==> src/rtl/gpio_pkg.sv <==
package gpio_pkg;
  localparam int unsigned PINS   = 8;
  localparam int unsigned AW     = 2;

  typedef enum logic [AW-1:0] {
    REG_DATA  = 2'd0,
    REG_DRIVE = 2'd1,
    REG_SENSE = 2'd2,
    REG_PULL  = 2'd3
  } reg_sel_e;
endpackage

==> src/rtl/gpio_sync.sv <==
module gpio_sync #(
  parameter int unsigned W = 8
) (
  input  logic         clk,
  input  logic         rst_n,
  input  logic [W-1:0] async_in,
  output logic [W-1:0] sync_out
);
  logic [W-1:0] stage1_q;
  logic [W-1:0] stage2_q;

  always_ff @(posedge clk or negedge rst_n) begin
    if (!rst_n) begin
      stage1_q <= '0;
      stage2_q <= '0;
    end else begin
      stage1_q <= async_in;
      stage2_q <= stage1_q;
    end
  end

  assign sync_out = stage2_q;
endmodule

==> src/rtl/gpio_regs.sv <==
module gpio_regs
  import gpio_pkg::*;
#(
  parameter int unsigned W = 8
) (
  input  logic          clk,
  input  logic          rst_n,
  input  logic          wr_en,
  input  logic [AW-1:0] addr,
  input  logic [W-1:0]  wr_data,
  input  logic [W-1:0]  port_view,
  output logic [W-1:0]  data_q,
  output logic [W-1:0]  drive_q,
  output logic [W-1:0]  sense_q,
  output logic [W-1:0]  pull_q,
  output logic [W-1:0]  rd_data
);
  reg_sel_e sel;
  assign sel = reg_sel_e'(addr);

  always_ff @(posedge clk or negedge rst_n) begin
    if (!rst_n) begin
      data_q  <= '0;
      drive_q <= '0;
      sense_q <= '0;
      pull_q  <= '0;
    end else if (wr_en) begin
      case (sel)
        REG_DATA:  data_q  <= wr_data;
        REG_DRIVE: drive_q <= wr_data;
        REG_SENSE: sense_q <= wr_data;
        REG_PULL:  pull_q  <= wr_data;
        default:   ;
      endcase
    end
  end

  always_comb begin
    case (sel)
      REG_DATA:  rd_data = port_view;
      REG_DRIVE: rd_data = drive_q;
      REG_SENSE: rd_data = sense_q;
      REG_PULL:  rd_data = pull_q;
      default:   rd_data = '0;
    endcase
  end

  AST_CFG_STABLE: assert property (@(posedge clk) disable iff (!rst_n)
    !wr_en |=> ($stable(drive_q) && $stable(sense_q) && $stable(pull_q)));
endmodule

==> src/rtl/gpio_pin_mux.sv <==
module gpio_pin_mux (
  input  logic ana,
  input  logic own,
  input  logic p_oe,
  input  logic p_out,
  input  logic r_data,
  input  logic r_drive,
  input  logic r_sense,
  input  logic r_pull,
  input  logic pin_sync,
  output logic o_out,
  output logic o_oe,
  output logic o_pu,
  output logic o_view
);
  logic digital_oe;
  logic digital_out;
  logic from_pad;

  always_comb begin
    if (own) begin
      digital_oe  = p_oe;
      digital_out = p_out;
    end else begin
      digital_oe  = r_drive;
      digital_out = r_data;
    end
  end

  assign o_oe  = ana ? 1'b0 : digital_oe;
  assign o_out = ana ? 1'b0 : digital_out;
  assign o_pu  = r_pull & ~ana & ~digital_oe;

  assign from_pad = r_sense & ~r_drive;
  assign o_view   = ana ? 1'b0 : (from_pad ? pin_sync : r_data);
endmodule

==> src/rtl/gpio_port.sv <==
module gpio_port
  import gpio_pkg::*;
#(
  parameter int unsigned W = PINS
) (
  input  logic          clk,
  input  logic          rst_n,
  input  logic          wr_en,
  input  logic [AW-1:0] addr,
  input  logic [W-1:0]  wr_data,
  output logic [W-1:0]  rd_data,
  input  logic [W-1:0]  pad_in,
  output logic [W-1:0]  pad_out,
  output logic [W-1:0]  pad_oe,
  output logic [W-1:0]  pad_pu,
  input  logic [W-1:0]  per_own,
  input  logic [W-1:0]  per_oe,
  input  logic [W-1:0]  per_out,
  input  logic [W-1:0]  ana_sel
);
  logic [W-1:0] data_q, drive_q, sense_q, pull_q;
  logic [W-1:0] pin_sync;
  logic [W-1:0] port_view;

  gpio_sync #(.W(W)) u_sync (
    .clk      (clk),
    .rst_n    (rst_n),
    .async_in (pad_in),
    .sync_out (pin_sync)
  );

  gpio_regs #(.W(W)) u_regs (
    .clk       (clk),
    .rst_n     (rst_n),
    .wr_en     (wr_en),
    .addr      (addr),
    .wr_data   (wr_data),
    .port_view (port_view),
    .data_q    (data_q),
    .drive_q   (drive_q),
    .sense_q   (sense_q),
    .pull_q    (pull_q),
    .rd_data   (rd_data)
  );

  for (genvar i = 0; i < W; i++) begin : g_pin
    gpio_pin_mux u_mux (
      .ana      (ana_sel[i]),
      .own      (per_own[i]),
      .p_oe     (per_oe[i]),
      .p_out    (per_out[i]),
      .r_data   (data_q[i]),
      .r_drive  (drive_q[i]),
      .r_sense  (sense_q[i]),
      .r_pull   (pull_q[i]),
      .pin_sync (pin_sync[i]),
      .o_out    (pad_out[i]),
      .o_oe     (pad_oe[i]),
      .o_pu     (pad_pu[i]),
      .o_view   (port_view[i])
    );
  end

  AST_ANALOG_QUIET: assert property (@(posedge clk) disable iff (!rst_n)
    ((pad_oe | pad_out | pad_pu) & ana_sel) == '0);
  AST_ANALOG_READ_ZERO: assert property (@(posedge clk) disable iff (!rst_n)
    (addr == REG_DATA) |-> ((rd_data & ana_sel) == '0));
  AST_PULL_EXCLUSIVE: assert property (@(posedge clk) disable iff (!rst_n)
    (pad_pu & pad_oe) == '0);
  AST_DRIVE_SOURCE: assert property (@(posedge clk) disable iff (!rst_n)
    (pad_oe & ~((drive_q & ~per_own) | (per_oe & per_own))) == '0);
  AST_PERIPH_DRIVE: assert property (@(posedge clk) disable iff (!rst_n)
    ((pad_oe ^ per_oe) & per_own & ~ana_sel) == '0);
endmodule

==> config.mk <==
export PLATFORM = sky130hd
export DESIGN_NAME = gpio_port
export DESIGN_NICKNAME = d
export VERILOG_FILES = /design/src/rtl/gpio_pkg.sv /design/src/rtl/gpio_sync.sv /design/src/rtl/gpio_regs.sv /design/src/rtl/gpio_pin_mux.sv /design/src/rtl/gpio_port.sv
export SDC_FILE = /design/constraint.sdc
export NUM_CORES = 1
export LEC_CHECK = 0
export BUFFER_PORTS_ARGS = -buffer_cell sky130_fd_sc_hd__clkbuf_2
export CAP_MARGIN = 20
export CORE_ASPECT_RATIO = 1.4
export CORE_MARGIN = 5
export CORE_UTILIZATION = 49
export CTS_CLUSTER_SIZE = 30
export DETAILED_ROUTE_END_ITERATION = 8
export PLACE_DENSITY_LB_ADDON = 0.05
export SKIP_LAST_GASP = 1
export SLEW_MARGIN = 25
export SYNTH_ARGS = -nofsm -noshare
export SYNTH_HDL_FRONTEND = slang
export SYNTH_HIERARCHICAL = 1
export SYNTH_SLANG_ARGS = --single-unit
==> constraint.sdc <==
create_clock -name clk -period 1.9 [get_ports clk]
set_clock_uncertainty 0.2 [all_clocks]
set_input_delay 0.38 -clock clk [delete_from_list [all_inputs] [get_ports clk]]
set_output_delay 0.38 -clock clk [all_outputs]
set_load 0.1 [all_outputs]
==> metrics.md <==
| Metric | Value |
|---|---|
| Layout cell share with drive strength beyond 1 | `a little over two thirds` |
| Crit-path max cell delay | `0.52 ns` |
| Final hold vios | `0` |
| Post-Syn Instances | `about 170` |
| Crit end category | `output pin` |
| HP Class | `flip-flop to flip-flop` |
| Pwr Total | `slightly below 0.004 W` |
| Clock buffer depth | `2` |
| Startpoint types | `flip-flop` |
| Maxcap violations | `0` |
| Fin cells | `between 300 and 400` |
| Fin util | `roughly 87%` |
| Die area | `~0.0063 mm2` |
| Max frequency | `~440 MHz` |
| Via-to-Cell Ratio | `about 5.2` |
| Num ports | `between 80 and 90` |
| CTS Sinks | `between 40 and 50` |
| Iteration-0 DRC Markers | `43` |
| P per Cell Area | `about 960 mW/mm2` |
| Seq/Total Area, Yosys | `between 50% and 60%` |
| RSZ-0062 raised after global routing | `true` |
| CTS tree | `yes` |
| Library cells used by synthesis | `16` |
| Die height | `between 90 and 100 um` |
| Slowest cell on crit path | `mux4_2` |
| DR pass1 iterations | `4` |
| Core area | `about 0.0046 mm2` |
| Count of input and output buffers | `84` |
| Maximum VDD drop | `0.745 mV` |
| Final setup TNS | `-3.38 ns` |
| Worst-Margin Slew | `0.380 ns` |
| Initial antenna violation count | `0` |
| Final WS setup | `-0.373 ns` |
| Drc violations | `0` |
| Leakage | `approximately 1.8 nW` |
| Wire length per cell | `around 16 um` |
| GR Overflow Total | `0` |
| Routed vias | `~1900` |
| Total CTS buffers | `5` |
| Antenna-violating nets left | `0` |
| Synthesized net count | `roughly 220` |
| Starting Density | `between 50% and 60%` |
| Max_slew headroom | `about 75%` |
| Hold Slack | `roughly 0.15 ns` |
| Fin crit share | `120%` |
| Clock slew at reported path FFs | `roughly 0.09 ns` |
| Final Routed Wirelength | `6040 um` |
| Setup Crit Path Kind | `flip-flop to output pin` |
| Vias in the first global route | `2001` |
| Row count | `29` |
| Avg Cell Area, Syn | `approximately 14 um2` |
| Post-layout minimum cycle time | `2.27 ns` |
| Diode count | `0` |
| Routability congestion estimate | `~0.73` |
| Worst-skew pair later-pin latency | `0.28 ns` |
| Most common cell after layout, fill and taps aside | `clkbuf_2` |
| Nets | `roughly 360` |
| Outcome | `finished with violations` |
| Commonest cells after routing, fill and taps aside | `52 x clkbuf_2, 47 x dfrtp_1, 35 x buf_12` |
| Clk root buf | `clkbuf_8` |
| GRT Total Usage | `approximately a fifth` |
| Data arrival, critical path | `1.69 ns` |
| # fillers | `between 200 and 250` |
| H-tree depth | `2` |
| Setup violations, final | `20` |
| First-pass GRT wire length | `a little under 10000 um` |
| CP max FO | `3` |
| CP cell instances | `nand4bb_1 -> o21ai_2 -> mux4_2 -> buf_12` |
| Yosys reg bits | `48` |
| Area grow syn2layout | `70.3%` |
| Post-Syn Area | `between 0.002 and 0.0025 mm2` |
| Synth warn | `6` |
| Largest net degree at the start of global routing | `22` |
| CP required | `1.32 ns` |
| Fin. max-slew vios | `0` |
| Die Wd | `a little under 70 um` |
| Detailed placer's ending HPWL | `about 4200 um` |
| Placed cells | `approximately 330` |
| Violated checks | `negative setup slack` |
==> final timing paths <==
check / start / endpoint / slack, ns / cells past startpoint
min in group asynchronous: rst_n / u_regs/drive_q[7] / 0.34 / 2
min: u_sync/stage1_q[1] / u_sync/sync_out[1] / 0.15 / 0
max in group asynchronous: rst_n / u_regs/pull_q[4] / 0.69 / 3
min reg2reg: u_sync/stage1_q[1] / u_sync/sync_out[1] / 0.15 / 0
max: u_regs/drive_q[7] / rd_data[7] / -0.37 / 4
max reg2reg: u_regs/drive_q[7] / u_regs/drive_q[7] / 0.50 / 4
==> routing by layer <==
metal / up-vias / GRT usage, % / wire length, um
li1: 892 / - / -
met1: 939 / 23.7 / 2260
met2: 72 / 35.7 / 3330
met3: 11 / 4.16 / 356
met4: 0 / 5.31 / 96
met5: - / 0 / 0
==> where the power goes <==
group          switching [W]  internal, W  leakage, nW  total [W]
sequential          0.000130      0.00117        0.564    0.00130
clock               0.000313     0.000391       0.0552   0.000704
combinational        0.00102     0.000821         1.21    0.00184
==> critical path: cells and delay by family (launching register included) <==
family / cells / cell delay (ns)
DFF: 1 / 0.42
AOI/OAI and AO/OA: 1 / 0.09
buffers and inverters: 1 / 0.19
and+or+nand+nor: 1 / 0.18
muxes: 1 / 0.52
==> final cells by class <==
cell class	instances	area, um2	share of cell area [%]
Clock buffer	6	72.6	1.82
Clock inverter	2	35.0	0.879
Multi-Input combinational cell	116	1240	31.1
Sequential cell	48	1200	30.2
Tap cell	62	77.6	1.95
Timing Repair Buffer	133	1360	34.1
==> synth_stat cells <==
cell type  count  area (um2)
nor2b_1        8        50.1
and3b_1        8        70.1
mux2i_1       16         160
mux2_2        32         360
nand2b_1       8        50.1
nor2_1        16        60.1
buf_6          1        11.3
mux4_2         6         135
buf_4          1        7.51
nand3_2        1        10.0
mux4_1         2        52.6
dfrtp_1       48        1200
nor3b_4        1        18.8
o21ai_1        8        40.0
nand3b_2       2        22.5
nand4bb_1      8        90.1
==> sequential cells by signal, summed over array words and instances, names as in the netlist <==
signal           flops
u_regs/data_q        8
u_regs/drive_q       8
u_regs/pull_q        8
u_regs/sense_q       8
u_sync/stage1_q      8
u_sync/sync_out      8
==> cell families after synthesis <==
kind of cell / synth area share [%]
flops: 51.3
compound gates: 1.71
buf+inv: 0.802
mux: 30.3
simple gates: 15.9
==> metrics by stage <==
stage                     area [um2]  setup WS, ns
after floorplan                 2390        -0.203
after detailed placement        3540        -0.209
after global routing            3980        -0.424
after CTS                       3920        -0.279
final                           3980        -0.373
after global placement          3540        -0.193
==> what timing repair did <==
action	CTS	global route
endpoints found under the hold margin	19	0
gates resized for setup	16	13
pin swaps	15	8
hold buffers	9	0
setup endpoints to repair	16	22
buffers inserted	16	3
(Power assumes the default switching activity.)
